--- config.mk ---
export PLATFORM = sky130hd
export DESIGN_NAME = spi_shift_engine
export DESIGN_NICKNAME = d
export VERILOG_FILES = /design/src/rtl/spi_shift_engine.sv
export SDC_FILE = /design/constraint.sdc
export NUM_CORES = 1
export LEC_CHECK = 0
export BUFFER_PORTS_ARGS = -buffer_cell sky130_fd_sc_hd__buf_2
export CORE_MARGIN = 3
export CORE_UTILIZATION = 45
export CTS_CLUSTER_SIZE = 25
export DETAILED_ROUTE_END_ITERATION = 10
export HOLD_SLACK_MARGIN = 0.05
export SYNTH_ARGS = -nofsm -noshare
export SYNTH_HDL_FRONTEND = slang
export SYNTH_SLANG_ARGS = --single-unit
--- constraint.sdc ---
create_clock -name clk -period 2.4 [get_ports clk]
set_input_delay 0 -clock clk [delete_from_list [all_inputs] [get_ports clk]]
set_output_delay 0 -clock clk [all_outputs]
set_load 0.03 [all_outputs]
--- src/rtl/spi_shift_engine.sv ---
module spi_shift_engine #(
  parameter int SCLK_HALF = 2,
  parameter int TX_BYTES  = 6,
  parameter int RX_BYTES  = 10,
  parameter int MAX_BITS  = 56,
  parameter int AW        = 5
) (
  input  logic          clk,
  input  logic          rst_n,
  input  logic          reg_we,
  input  logic [AW-1:0] reg_addr,
  input  logic [7:0]    reg_wdata,
  output logic [7:0]    reg_rdata,
  output logic          busy,
  output logic          done,
  output logic          spi_sclk,
  output logic          spi_cs_n,
  output logic          spi_mosi,
  input  logic          spi_miso
);
  localparam int TXW = TX_BYTES * 8;
  localparam int RXW = RX_BYTES * 8;
  localparam int CW  = $clog2(MAX_BITS + 1);
  localparam int DW  = $clog2(SCLK_HALF + 1);
  localparam logic [AW-1:0] CNT_ADDR = AW'(TX_BYTES);
  localparam logic [AW-1:0] CTL_ADDR = AW'(TX_BYTES + 1);
  localparam logic [AW-1:0] RX_BASE  = AW'(TX_BYTES + 2);
  localparam logic [AW-1:0] RX_END   = AW'(TX_BYTES + 2 + RX_BYTES);

  typedef enum logic [1:0] {IDLE, SHIFT, LAST} st_t;

  st_t           st_q;
  logic [TXW-1:0] tx_q, tx_sh;
  logic [RXW-1:0] rx_q;
  logic [CW-1:0]  cnt_q, left_q;
  logic [DW-1:0]  div_q;
  logic           sclk_q, done_q;

  logic [AW-1:0] ridx;
  logic [AW+2:0] tsel, rsel;
  assign ridx = reg_addr - RX_BASE;
  assign tsel = {reg_addr, 3'b000};
  assign rsel = {ridx, 3'b000};

  logic start_w, tick;
  assign busy     = (st_q != IDLE);
  assign start_w  = reg_we && reg_addr == CTL_ADDR && reg_wdata[0] && !busy && cnt_q != '0;
  assign tick     = (div_q == DW'(SCLK_HALF - 1));
  assign spi_sclk = sclk_q;
  assign spi_cs_n = !busy;
  assign spi_mosi = tx_sh[TXW-1];
  assign done     = done_q;

  always_ff @(posedge clk or negedge rst_n) begin
    if (!rst_n) begin
      tx_q   <= '0;
      cnt_q  <= '0;
    end else if (reg_we) begin
      if (reg_addr < CNT_ADDR)
        tx_q[tsel +: 8] <= reg_wdata;
      else if (reg_addr == CNT_ADDR)
        cnt_q <= (int'(reg_wdata) > MAX_BITS) ? CW'(MAX_BITS) : reg_wdata[CW-1:0];
    end
  end

  always_ff @(posedge clk or negedge rst_n) begin
    if (!rst_n) begin
      st_q   <= IDLE;
      tx_sh  <= '0;
      rx_q   <= '0;
      left_q <= '0;
      div_q  <= '0;
      sclk_q <= 1'b0;
      done_q <= 1'b0;
    end else begin
      done_q <= 1'b0;
      case (st_q)
        IDLE: if (start_w) begin
          st_q   <= SHIFT;
          tx_sh  <= tx_q;
          left_q <= cnt_q;
          div_q  <= '0;
          sclk_q <= 1'b0;
        end
        SHIFT: if (tick) begin
          div_q  <= '0;
          sclk_q <= !sclk_q;
          if (!sclk_q) begin
            rx_q <= {rx_q[RXW-2:0], spi_miso};
          end else begin
            tx_sh <= {tx_sh[TXW-2:0], 1'b0};
            if (left_q == CW'(1)) st_q <= LAST;
            else left_q <= left_q - 1'b1;
          end
        end else begin
          div_q <= div_q + 1'b1;
        end
        default: begin
          st_q   <= IDLE;
          done_q <= 1'b1;
        end
      endcase
    end
  end

  always_comb begin
    reg_rdata = '0;
    if (reg_addr < CNT_ADDR)
      reg_rdata = tx_q[tsel +: 8];
    else if (reg_addr == CNT_ADDR)
      reg_rdata = 8'(cnt_q);
    else if (reg_addr == CTL_ADDR)
      reg_rdata = {7'b0, busy};
    else if (reg_addr >= RX_BASE && reg_addr < RX_END)
      reg_rdata = rx_q[rsel +: 8];
  end
endmodule

* Yosys cells after proc, flatten, opt, wreduce, memory -nomap -nowiden
Index checks and enable logic that the tools add are counted.
** Storage, ports and cells
- Register bits after elaboration :: 194
- Bits of input ports :: 17
- Output and inout bits :: 13
- Word-level logic and storage cells :: 80
** Cells by class
- Add/subtract/negate cells :: 4
- Order comparisons :: 4
- Equal/unequal tests :: 10
- Shifts and indexed selects :: 4
- Multiplexer cells :: 27
- Bitwise logic cells :: 2
- Reductions and logical operators :: 20
** Operator list (number)
- $mux W48 :: 3
- $pmux W48 S2 :: 1
- $shiftx A80 B9 Y8 :: 1
- $bwmux W48 :: 1
- $shift A8 B10 Y48 const A :: 1
- $shiftx A48 B9 Y8 :: 1
- $shiftx A8 B10 Y48 :: 1
- $mux W8 :: 4
- $mux W6 :: 5
- $mux W2 :: 6
- $pmux W6 S2 :: 1
- $eq A5 B3 Y1 const B :: 2
- $ne A2 B2 Y1 const B :: 5
- $neg A8 Y10 :: 1
- $reduce_and A3 Y1 :: 3
- $gt A8 B6 Y1 const B :: 1
- $pmux W2 S2 :: 2
- $reduce_and A4 Y1 :: 2
- $eq A6 B1 Y1 const B :: 1
- $reduce_bool A6 Y1 :: 1
- $sub A6 B1 Y6 const B :: 1
- $ge A5 B4 Y1 const B :: 1
- $logic_and A1 B1 Y1 :: 5
- $lt A5 B3 Y1 const B :: 1
- other kinds (13) :: 20

* Logic depth before layout (Yosys ltp)
Gate-level depths: netlist (run 1).
- Word-level depth :: 7
- Depth in mapped cells :: 10
- Depth with buffers taken out :: 7

* Worst setup path before layout (run 1)
OpenSTA, ideal clock, no wires.
- Path kind :: register to register
- Start :: register st_q[1]
- End :: register left_q[3]
- Arrival time :: 1.979 ns
- Setup slack :: 0.299 ns
- Cell stages (with the launch flop) :: 7
- Path buffers :: 1
- Clock period less this slack :: 2.101 ns
- Cell sequence :: dfrtp_1 > nor2_1 > and3_1 > a41oi_1 > buf_2 > or2_1 > o22a_1
** Between the ends
- Cells in the longest elaborated chain, start to end :: 6
- Elaborated cells on any way between the ends :: 13
- Those cells by class :: 5 x eq/ne; 1 x mux; 7 x reduce/logical
** Ends and longest elaborated chain
- start, declared :: RTL line 32 : st_t st_q;
- start signal, assigned :: RTL line 68 : st_q <= IDLE;
- start signal, assigned :: RTL line 79 : st_q <= SHIFT;
- start signal, assigned :: RTL line 92 : if (left_q == CW'(1)) st_q <= LAST;
- $reduce_bool A2 Y1 :: RTL line 46 : assign busy = (st_q != IDLE);
- $logic_not A1 Y1
- named net spi_cs_n :: RTL line 17 : output logic spi_cs_n,
- $logic_and A1 B1 Y1 (2 in a row) :: RTL line 47 : assign start_w = reg_we && reg_addr == CTL_ADDR && reg_wdata[0] && !busy && cnt_q != '0;
- $ne A2 B2 Y1 (no source line)
- $reduce_and A5 Y1 (no source line)
- end signal, assigned :: RTL line 81 : left_q <= cnt_q;
- end signal, assigned :: RTL line 93 : else left_q <= left_q - 1'b1;
- end, declared :: RTL line 35 : logic [CW-1:0] cnt_q, left_q;
The timed path passes the listed nets, and every way through them passes these cells.
A chain may end at the register's enable or synchronous reset.

* Worst setup path after layout (run 1)
- Start :: input reg_addr[3]
- End :: output reg_rdata[2]
** Between the ends
- Cells in the longest elaborated chain, start to end :: 6
- Elaborated cells on any way between the ends :: 13
- Those cells by class :: 1 x add/sub; 3 x order compare; 2 x eq/ne; 2 x shift; 4 x mux; 1 x reduce/logical
** Ends and longest elaborated chain
- start, declared :: RTL line 11 : input logic [AW-1:0] reg_addr,
- $sub A5 B4 Y5, or another cell as far along :: RTL line 41 : assign ridx = reg_addr - RX_BASE;
- $shiftx A80 B9 Y8 / $logic_and A1 B1 Y1 (equally long branches) :: RTL line 115, 114
- $mux W8 :: RTL line 114 : else if (reg_addr >= RX_BASE && reg_addr < RX_END)
- $mux W8 :: RTL line 112 : else if (reg_addr == CTL_ADDR)
- $mux W8 :: RTL line 110 : else if (reg_addr == CNT_ADDR)
- $mux W8 * :: RTL line 108 : if (reg_addr < CNT_ADDR)
- end, declared :: RTL line 13 : output logic [7:0] reg_rdata,
Mark *: on every way between the ends. The rest lies on a longest branch, timed or not.

==> implementation parameters, run 1 <==
Parameter                              Value

Status
  Run status ... finished clean

Yosys
  Cell area after synthesis ... 9371 um^2
  Mean area per synthesized cell ... 10.49 um^2
  Cell accounting for the most synthesized area ... sky130_fd_sc_hd__dfrtp_1
  Share of synthesized area occupied by flip-flops and latches ... 0.5180
  Distinct cell type count after synthesis ... 53
  Top cell type's share of synthesized area ... 0.5180
  Most used DFF post-synth ... sky130_fd_sc_hd__dfrtp_1
  Synth top area cells ... sky130_fd_sc_hd__dfrtp_1 52%, sky130_fd_sc_hd__mux2i_1 10%, sky130_fd_sc_hd__nand2_1 8.8%
  Number of nets produced by synthesis ... 919
  Number of synthesized flops with an enable pin ... 0
  Top-count cell post-synth ... sky130_fd_sc_hd__nand2_1
  Flip-flop and latch count after synthesis ... 194
  Synthesized instance count ... 893
  Most common library cells after synthesis ... 220 x sky130_fd_sc_hd__nand2_1, 194 x sky130_fd_sc_hd__dfrtp_1, 99 x sky130_fd_sc_hd__o21ai_0
  Synth Warn # ... 0
  Proportion of register bits with asynchronous set or reset after synthesis ... 1.000

Timing
  Final Setup Violations ... 0
  Fin Clk Skew ... 10.70 ps
  Unrepaired setup endpoints after global routing ... false
  Worst hold-check slack ... 99.46 ps
  Clock period minus worst slack ... 2047 ps
  Final sum of negative setup slack ... 0 ps
  Final worst-path cycle share ... 0.8528
  Total count of hold-check failures in the final report ... 0
  Tightest Pin Transition ... 679.6 ps
  Highest achievable clock rate ... 488.6 MHz
  Rel. slew slack ... 0.5463
  Number of pins exceeding their max-slew limit in the final report ... 0

Clock network
  Clk sink count ... 194
  Clock root buffer ... sky130_fd_sc_hd__clkbuf_16
  Maximum buffer depth of the clock tree ... 2
  H-tree depth reported by CTS ... 4
  Clock buffer count from CTS ... 17
  Clock-pin slew on the worst setup and hold paths ... 70 ps
  CTS tree ... done
  Clk Latency, worst-skew pair ... 430 ps

Worst setup path
  Crit Path Category ... input pin to primary output
  Worst-path fanout max ... 10
  Kind of end point of the critical path ... primary output
  Category of the worst setup path launch point ... input pin
  Required time of the critical path ... 2400 ps
  Data arrival, critical path ... 2050 ps

GRT
  Largest net degree at the start of global routing ... 69
  Global-route wire length before repair ... 36,650 um
  Number of global-route vias before repair ... 6,701
  Total grt overflow ... 0
  Number of antenna violations at the first check in global routing ... 0
  All-layer global routing usage ... 0.2089

Detailed routing
  Routed Antenna Nets ... 0
  Wire per inst ... 18.76 um
  Number of violations reported at the end of detailed-routing iteration 0 ... 418
  Number of optimization iterations in the first detailed-route pass ... 5
  Count of unresolved DRC violations after routing ... 0
  Number of vias per cell after detailed routing ... 5.421
  Total Wirelength ... 22,530 um
  Number of vias in the routed layout ... 6,511

Pwr
  Pwr/cell area ... 787.4 nW/um^2
  Leakage power summed over all cells ... 4.972 nW
  Largest voltage drop on the vdd net ... 0.4843 mV

Flow run
  Total of max-cap violations ... 0

Floorplan
  Starting density of the core ... 0.4602
  Die outline width ... 150.3 um
  Count of standard-cell rows ... 52
  Total die area ... 22,590 um^2
  Core area ... 20,360 um^2
  Top-level port count ... 30
  Die height ... 150.3 um

Cells and area
  Number of nets in the final layout ... 947
  Area delta synth->final ... 13.35%
  Share of cells above drive strength 1 ... 0.1676
  Diodes inserted ... 0

Place
  Total half-perimeter wirelength after legalization and detailed placement ... 15,500 um
  Port Buffer Count ... 29
  Last weighted congestion value of the routability-driven placer ... 0.8888

Min path
  Type of the worst min-delay path ... input pin to flip-flop
worst max-delay path: stages:
cell                       delay, ps
sky130_fd_sc_hd__buf_2           170
sky130_fd_sc_hd__clkinv_1        300
sky130_fd_sc_hd__ha_1            370
sky130_fd_sc_hd__nor2_1          110
sky130_fd_sc_hd__and3_1          200
sky130_fd_sc_hd__and2_1          210
sky130_fd_sc_hd__o31ai_1          80
sky130_fd_sc_hd__o21ai_0         330
sky130_fd_sc_hd__buf_2           270
registers in the layout (all words and copies together), names as in the netlist:
name and flops:
cnt_q 6, tx_sh 48, tx_q 48, spi_sclk 1, left_q 6, div_q 2, done 1, rx_q 80
st_q 2
power breakdown:
group / internal (mW) / total (mW) / switching (mW)
Sequential: 3.52 / 3.73 / 0.209
Combinational: 0.606 / 1.52 / 0.911
Clock: 1.84 / 3.12 / 1.28
stage by stage:
step | util | total power, mW | cell area (um^2) | setup slack, ps | instances
2_1_floorplan | - | 4.811 | 9371 | 299.5 | 893
3_3_place_gp | 0.4857 | 5.284 | 9891 | 329.9 | 1162
3_5_place_dp | 0.4857 | 5.314 | 9891 | 234.5 | 1162
4_1_cts | 0.5216 | 8.443 | 10620 | 350.5 | 1201
5_1_grt | 0.5216 | 8.754 | 10620 | 209.5 | 1201
6_report | 0.5216 | 8.364 | 10620 | 353.3 | 1201
timing repair:
item	4_1_cts	5_1_grt
endpoints found under the hold margin	121	0
gates resized for setup	0	0
buffers inserted	0	0
hold buffers	10	0
placed cells by master, fill, tap and decap left out, drive strengths merged, types with 4 or more instances in the layout:
cell type and n:
mux2i 97, inv 19, buf 49, and3 7, o21ai 102, a21oi 14
nand3 9, o22ai 6, a22oi 5, mux4 12, nor2 27, mux2 59
nor3 7, clkbuf 18, nand2 220, ha 9, bufinv 5, o22a 4
dfrtp 194, nor2b 5, dlygate4sd3 10
routing by layer:
metal	GRT usage	up-vias	routed length (um)	share of wire
met3	0.03341	25	710	0.032
met5	0	-	0	0
met1	0.2874	3223	10520	0.47
li1	-	3153	-	-
met2	0.3449	110	10970	0.49
met4	0.05810	0	327	0.015
cells by family after synthesis:
| kind of cell | share of synthesized area |
|---|---|
| adder cells (fa/ha/maj) | 0.01202 |
| XOR/XNOR | 0.002804 |
| buffers and inverters | 0.03418 |
| AO/OA/AOI/OAI | 0.09373 |
| flip-flops | 0.5180 |
| multiplexers | 0.2069 |
| AND/OR/NAND/NOR | 0.1323 |
path summary, 6_finish.rpt:
path                       slack [ps]  cells after the start        start      endpoint
min reg2reg                       480                      2     tx_sh[3]      tx_sh[3]
min in group asynchronous         120                      2        rst_n     tx_sh[47]
min                               100                      4       reg_we      cnt_q[3]
max reg2reg                       430                      5      st_q[1]      rx_q[56]
max in group asynchronous        1460                      3        rst_n     tx_sh[16]
max                               350                      9  reg_addr[3]  reg_rdata[2]
final cells by class:
| class | count | area, um^2 |
|---|---|---|
| Sequential cell | 194 | 4855 |
| Tap cell | 270 | 337.8 |
| Inverter | 18 | 67.56 |
| Fill cell | 1821 | 9742 |
| Multi-Input combinational cell | 630 | 4229 |
| Clock inverter | 12 | 206.4 |
| Clock buffer | 17 | 425.4 |
| Timing Repair Buffer | 60 | 501.7 |
(Power assumes the default switching activity.)
==> inputs of run 2 (changes only) <==
--- a/config.mk
+++ b/config.mk
@@ -7,10 +7,11 @@
 export LEC_CHECK = 0
 export BUFFER_PORTS_ARGS = -buffer_cell sky130_fd_sc_hd__buf_2
 export CORE_MARGIN = 3
-export CORE_UTILIZATION = 45
+export CORE_UTILIZATION = 50
 export CTS_CLUSTER_SIZE = 25
 export DETAILED_ROUTE_END_ITERATION = 10
 export HOLD_SLACK_MARGIN = 0.05
+export PLACE_DENSITY = 0.66
 export SYNTH_ARGS = -nofsm -noshare
 export SYNTH_HDL_FRONTEND = slang
 export SYNTH_SLANG_ARGS = --single-unit
==> implementation parameters, run 2 (synthesis gave the netlist of run 1 again) <==
Parameter                              Value

Cells and area
  Count of non-filler cells in the finished layout ... 1,165 (-3.0%)
  Registers with the most flip-flops ... rx_q x80, tx_q x48, tx_sh x48
  Share of cells above drive strength 1 ... 0.1720 (+0.004447)
  Filler instances ... 1,545 (-15%)
  Post-Layout Inst Area ... 10,530 um^2 (-0.87%)
  Area delta synth->final ... 12.36%
  Most common cell after layout, fill and taps aside ... sky130_fd_sc_hd__nand2_1
  Largest Register ... rx_q
  Max reg flops ... 80 (unchanged)
  Diodes inserted ... 0 (unchanged)
  Most used cells in the layout excluding fill and tap cells ... 220 x sky130_fd_sc_hd__nand2_1, 194 x sky130_fd_sc_hd__dfrtp_1, 99 x sky130_fd_sc_hd__o21ai_0
  Layout Utilization ... 0.5783 (+0.05667)
  Number of nets in the final layout ... 949 (+0.21%)

Clock network
  H-tree depth reported by CTS ... 4 (unchanged)
  Clk sink count ... 194 (unchanged)
  Maximum buffer depth of the clock tree ... 2 (unchanged)
  Clock-pin slew on the worst setup and hold paths ... 70 ps (about the same)
  Clock buffer count from CTS ... 17 (unchanged)
  Clock root buffer ... sky130_fd_sc_hd__clkbuf_16
  CTS tree ... done
  Clk Latency, worst-skew pair ... 440 ps (about the same)
  Number of instances resized during post-cts repair ... 0 (unchanged)

Timing
  Final worst-path cycle share ... 0.8439 (-0.008923)
  Fin Clk Skew ... 10.94 ps (+0.2357 ps)
  Final worst setup slack ... 374.7 ps (+21.41 ps)
  Worst hold-check slack ... 125.0 ps (+25.55 ps)
  Number of pins exceeding their max-slew limit in the final report ... 0 (unchanged)
  Rel. slew slack ... 0.5575 (+0.01119)
  Highest achievable clock rate ... 493.8 MHz (+1.1%)
  Clock period minus worst slack ... 2025 ps (-21.41 ps)
  Tightest Pin Transition ... 662.8 ps (-16.75 ps)
  Final Setup Violations ... 0 (unchanged)
  Total count of hold-check failures in the final report ... 0 (unchanged)
  Final sum of negative setup slack ... 0 ps (unchanged)
  Unrepaired setup endpoints after global routing ... false

Place
  Total half-perimeter wirelength after legalization and detailed placement ... 15,150 um (-2.3%)
  Port Buffer Count ... 29 (unchanged)
  Last weighted congestion value of the routability-driven placer ... 0.8789 (-1.1%)
  Number of placed instances with taps included ... 1,123 (-3.4%)
  Cell area after placement ... 9842 um^2 (-0.49%)
  Pre-CTS setup slack ... 329.8 ps (+95.23 ps)

Detailed routing
  Total Wirelength ... 22,010 um (-2.3%)
  Number of optimization iterations in the first detailed-route pass ... 5 (unchanged)
  Number of vias in the routed layout ... 6,625 (+1.8%)
  Count of unresolved DRC violations after routing ... 0 (unchanged)
  Routed Antenna Nets ... 0 (unchanged)
  Wire per inst ... 18.90 um (+0.72%)
  Number of violations reported at the end of detailed-routing iteration 0 ... 398 (-4.8%)
  Number of vias per cell after detailed routing ... 5.687 (+4.9%)

GRT
  Number of antenna violations at the first check in global routing ... 0 (unchanged)
  Largest net degree at the start of global routing ... 70 (+1.4%)
  Total grt overflow ... 0 (unchanged)
  Global-route wire length before repair ... 36,010 um (-1.7%)
  Number of global-route vias before repair ... 6,603 (-1.5%)
  All-layer global routing usage ... 0.2284 (+0.01944)

Pwr
  Switching power share of the total ... 0.3092 (+0.02275)
  Net switching power figure ... 2.510 mW (+4.7%)
  Int Power ... 5.606 mW (-6.1%)
  Largest voltage drop on the vdd net ... 0.4578 mV (-5.5%)
  Leakage power summed over all cells ... 4.969 nW (about the same)
  Proportion of power drawn by combinational gates ... 0.185 (+0.004)
  Clock network fraction of total power ... 0.355 (-0.018)
  Overall Power ... 8.116 mW (-3.0%)
  Pwr/cell area ... 770.7 nW/um^2 (-2.1%)
  Seq pwr share ... 0.460 (+0.014)

Floorplan
  Top-level port count ... 30 (unchanged)
  Count of standard-cell rows ... 49 (-5.8%)
  Total die area ... 20,420 um^2 (-9.6%)
  Die height ... 142.9 um (-4.9%)
  Core area ... 18,210 um^2 (-11%)
  Starting density of the core ... 0.5147 (+0.05448)
  Die outline width ... 142.9 um (-4.9%)

Worst setup path
  Data arrival, critical path ... 2030 ps (-20 ps)
  Kind of end point of the critical path ... primary output
  Crit Path Category ... input pin to primary output
  Required time of the critical path ... 2400 ps (about the same)
  Category of the worst setup path launch point ... input pin
  Worst-path fanout max ... 24 (+14)

Min path
  Type of the worst min-delay path ... input pin to async pin

Flow run
  Total of max-cap violations ... 0 (unchanged)

Status
  Run status ... finished clean
==> run 2: cell count changes in the layout (fill, tap and decap cells not counted), moves of 2 or more <==
cell	before	now
sky130_fd_sc_hd__inv_8	1	3
sky130_fd_sc_hd__buf_4	15	18
sky130_fd_sc_hd__clkinvlp_4	3	1
sky130_fd_sc_hd__bufinv_16	5	1
sky130_fd_sc_hd__inv_6	1	6
==> run 2: area by class of cell <==
| type | instances | area, um^2 | area share |
|---|---|---|---|
| Inverter | 18 | 67.56 | 0.006416 |
| Clock buffer | 17 | 425.4 | 0.04040 |
| Multi-Input combinational cell | 630 | 4229 | 0.4016 |
| Sequential cell | 194 | 4855 | 0.4610 |
| Clock inverter | 15 | 162.7 | 0.01545 |
| Tap cell | 229 | 286.5 | 0.02721 |
| Timing Repair Buffer | 62 | 504.2 | 0.04789 |
==> run 2: per-layer routing <==
metal  part of all wire  track usage  vias to the layer above
li1                   -            -                     3161
met4              0.018      0.06353                        0
met2               0.49       0.3754                      127
met3              0.037      0.03918                       33
met1               0.45       0.3154                     3304
met5                  0            0                        -
==> run 2: worst max-delay path, cell delays in order <==
cell and delay, ps:
sky130_fd_sc_hd__buf_2 390, sky130_fd_sc_hd__nor3b_1 560, sky130_fd_sc_hd__a21boi_0 270, sky130_fd_sc_hd__and2_1 250, sky130_fd_sc_hd__a22oi_1 130, sky130_fd_sc_hd__o21ai_0 160
sky130_fd_sc_hd__buf_2 260
==> run 2: worst paths after layout <==
check / startpoint / endpoint / slack [ps] / cells past startpoint
setup / recovery: reg_addr[2] / reg_rdata[3] / 370 / 7
hold / removal: rst_n / tx_sh[47] / 130 / 2
setup reg to reg: st_q[1] / rx_q[39] / 450 / 4
hold reg to reg: tx_sh[47] / tx_sh[47] / 470 / 2
max in group asynchronous: rst_n / tx_sh[37] / 1540 / 3
min in group clk: reg_we / cnt_q[3] / 170 / 3
==> run 2: power by group through the flow <==
stage               Clock [mW]  Sequential [mW]  Combinational [mW]
detailed placement           0             3.80                1.51
CTS                       2.93             3.73                1.52
global route              3.06             3.77                1.68
finish                    2.88             3.74                1.50
floorplan                    0             3.74                1.07
global placement             0             3.79                1.48
==> run 2: timing repair <==
action,CTS,global route
hold endpoints to repair,177,0
hold buffers,10,0
buffers inserted,0,0
==> inputs of run 3 (changes only) <==
==> constraint.sdc (replaced) <==
create_clock -name clk -period 2.1 [get_ports clk]
set_input_delay 0 -clock clk [delete_from_list [all_inputs] [get_ports clk]]
set_output_delay 0 -clock clk [all_outputs]
set_load 0.03 [all_outputs]
==> implementation parameters, run 3 (synthesis gave the netlist of run 1 again) <==
Parameter                              Value

Status
  Run status ... finished clean

GRT
  Number of global-route vias before repair ... 6,561 (-0.64%)
  Number of antenna violations at the first check in global routing ... 0 (unchanged)
  Total grt overflow ... 0 (unchanged)
  Global-route wire length before repair ... 35,710 um (-0.84%)
  All-layer global routing usage ... 0.2255 (-0.002846)
  Largest net degree at the start of global routing ... 100 (+43%)

Pwr
  Leakage power summed over all cells ... 4.983 nW (+0.28%)
  Seq pwr share ... 0.463 (+0.003)
  Largest voltage drop on the vdd net ... 0.5592 mV (+22%)
  Clock network fraction of total power ... 0.350 (-0.005)
  Int Power ... 6.508 mW (+16%)
  Proportion of power drawn by combinational gates ... 0.188 (+0.003)
  Overall Power ... 9.226 mW (+14%)
  Pwr/cell area ... 873.9 nW/um^2 (+13%)
  Net switching power figure ... 2.718 mW (+8.3%)
  Switching power share of the total ... 0.2946 (-0.01466)

Place
  Total half-perimeter wirelength after legalization and detailed placement ... 14,970 um (-1.2%)
  Port Buffer Count ... 29 (unchanged)
  Pre-CTS setup slack ... 159.3 ps (-170.4 ps)
  Last weighted congestion value of the routability-driven placer ... 0.8878 (+1.0%)
  Number of placed instances with taps included ... 1,126 (+0.27%)

Cells and area
  Largest Register ... rx_q
  Share of cells above drive strength 1 ... 0.1747 (+0.002645)
  Most common cell after layout, fill and taps aside ... sky130_fd_sc_hd__nand2_1
  Max reg flops ... 80 (unchanged)
  Layout Utilization ... 0.5797 (+0.001443)
  Filler instances ... 1,592 (+3.0%)
  Registers with the most flip-flops ... rx_q x80, tx_q x48, tx_sh x48
  Number of nets in the final layout ... 952 (+0.32%)
  Area delta synth->final ... 12.64%
  Most used cells in the layout excluding fill and tap cells ... 220 x sky130_fd_sc_hd__nand2_1, 194 x sky130_fd_sc_hd__dfrtp_1, 97 x sky130_fd_sc_hd__o21ai_0, 97 x sky130_fd_sc_hd__mux2i_1, 50 x sky130_fd_sc_hd__mux2_2
  Count of non-filler cells in the finished layout ... 1,168 (+0.26%)
  Diodes inserted ... 0 (unchanged)

Floorplan
  Die outline width ... 142.9 um (unchanged)
  Die height ... 142.9 um (unchanged)
  Top-level port count ... 30 (unchanged)
  Total die area ... 20,420 um^2 (unchanged)
  Count of standard-cell rows ... 49 (unchanged)
  Core area ... 18,210 um^2 (unchanged)
  Starting density of the core ... 0.5147 (unchanged)

Clock network
  Clk sink count ... 194 (unchanged)
  Clock buffer count from CTS ... 17 (unchanged)
  Buffers inserted by post-CTS timing repair ... 0 (unchanged)
  Clock-pin slew on the worst setup and hold paths ... 80 ps (about the same)
  Clock root buffer ... sky130_fd_sc_hd__clkbuf_16
  CTS tree ... done
  Maximum buffer depth of the clock tree ... 2 (unchanged)
  Clk Latency, worst-skew pair ... 440 ps (about the same)
  H-tree depth reported by CTS ... 4 (unchanged)

Worst setup path
  Critical path buffers and inverters ... 1 (-1)
  Worst-path cell with the longest stage delay ... sky130_fd_sc_hd__dfrtp_1
  FF-to-FF setup slack ... 210 ps (-240 ps)
  Critical register-to-register path startpoint ... cnt_q[2]
  Worst-path fanout max ... 3 (-88%)
  Logic depth of the worst register-to-register path ... 5 (+1)
  Category of the worst setup path launch point ... flip-flop
  Crit Path Category ... flip-flop to primary output
  Worst reg2reg endpoint ... tx_sh[22]
  Data arrival, critical path ... 2070 ps (+40 ps)
  Top cell family by delay on the critical path ... compound AO/OA/AOI/OAI gates
  Kind of end point of the critical path ... primary output
  Chain of cells forming the critical path ... mux2i_1, o22ai_1, o21ai_0, o221ai_1, buf_2
  Required time of the critical path ... 2100 ps (-300 ps)
  Stage delay of the slowest cell on the critical path ... 420 ps (-140 ps)

Timing
  Highest achievable clock rate ... 483.8 MHz
  Number of pins exceeding their max-slew limit in the final report ... 0 (unchanged)
  Clock period minus worst slack ... 2067 ps
  Final worst-path cycle share ... 0.9843
  Rel. slew slack ... 0.5560 (-0.001420)
  Final worst setup slack ... 32.89 ps (-341.8 ps)
  Final Setup Violations ... 0 (unchanged)
  Fin Clk Skew ... 14.86 ps (+3.917 ps)
  Tightest Pin Transition ... 665.0 ps (+2.127 ps)
  Total count of hold-check failures in the final report ... 0 (unchanged)
  Unrepaired setup endpoints after global routing ... false
  Final sum of negative setup slack ... 0 ps (unchanged)

Detailed routing
  Total Wirelength ... 21,750 um (-1.2%)
  Number of violations reported at the end of detailed-routing iteration 0 ... 445 (+12%)
  Wire per inst ... 18.62 um (-1.5%)
  Number of vias per cell after detailed routing ... 5.665 (-0.38%)
  Number of optimization iterations in the first detailed-route pass ... 5 (unchanged)
  Count of unresolved DRC violations after routing ... 0 (unchanged)
  Routed Antenna Nets ... 0 (unchanged)
  Number of vias in the routed layout ... 6,617 (-0.12%)

Flow run
  Total of max-cap violations ... 0 (unchanged)

Min path
  Type of the worst min-delay path ... input pin to flip-flop
  Worst Hold End ... cnt_q[5]
  Hold_sp ... reg_we
  Number of stages on the worst hold path ... 4
run 3: changes by cell type in the layout (fill, tap and decap cells not counted), sizes merged:
| cell | previous run | this run |
|---|---|---|
| clkinvlp | 1 | 2 |
| inv | 26 | 19 |
| clkinv | 5 | 8 |
| buf | 51 | 54 |
| clkbuf | 18 | 20 |
| bufinv | 1 | 2 |
run 3: worst max path at each step:
stage                            from      endpoint  depth (start not counted)
after global placement    reg_addr[0]       tx_q[1]                          6
after detailed placement  reg_addr[0]       tx_q[1]                          6
final                        tx_q[46]  reg_rdata[6]                          5
after floorplan           reg_addr[0]      tx_q[32]                         10
after CTS                    rx_q[26]  reg_rdata[2]                          4
after global routing         rx_q[24]  reg_rdata[0]                          4
run 3: layout make-up:
class                           instances  area, um^2  area share
Clock buffer                           19       442.9     0.04196
Multi-Input combinational cell        630        4232      0.4009
Sequential cell                       194        4855      0.4599
Tap cell                              229       286.5     0.02714
Timing Repair Buffer                   65       539.3     0.05108
Clock inverter                         13       133.9     0.01268
Inverter                               18       67.56    0.006400
run 3: worst reg2reg max path: stages (launching register included):
cell and delay (ps):
sky130_fd_sc_hd__dfrtp_1 440, sky130_fd_sc_hd__nor4_1 290, sky130_fd_sc_hd__nand2_1 140, sky130_fd_sc_hd__a41oi_4 300, sky130_fd_sc_hd__buf_12 320, sky130_fd_sc_hd__o21ai_0 250
run 3: stage by stage:
step,cell area (um^2),hold slack (ps)
floorplan,9374,-295.6
global placement,9879,81.54
detailed placement,9879,74.11
CTS,10560,89.76
global route,10560,127.1
finish,10560,94.80
run 3: power by group through the flow:
stage / clock network (mW) / logic [mW] / registers (mW)
6_report: 3.23 / 1.73 / 4.27
2_1_floorplan: 0 / 1.23 / 4.27
4_1_cts: 3.28 / 1.75 / 4.27
5_1_grt: 3.43 / 1.92 / 4.31
3_5_place_dp: 0 / 1.73 / 4.33
3_3_place_gp: 0 / 1.71 / 4.33
run 3: metal layers:
metal	share of wire	track usage
met4	0.018	0.06703
met1	0.46	0.3146
met5	0	0
met2	0.48	0.3526
met3	0.048	0.05526
run 3: timing repair:
action                                  4_1_cts  5_1_grt
endpoints found under the hold margin       128        0
hold buffers                                 10        0
endpoints found under the setup margin        0        2
gates resized for setup                       0        2
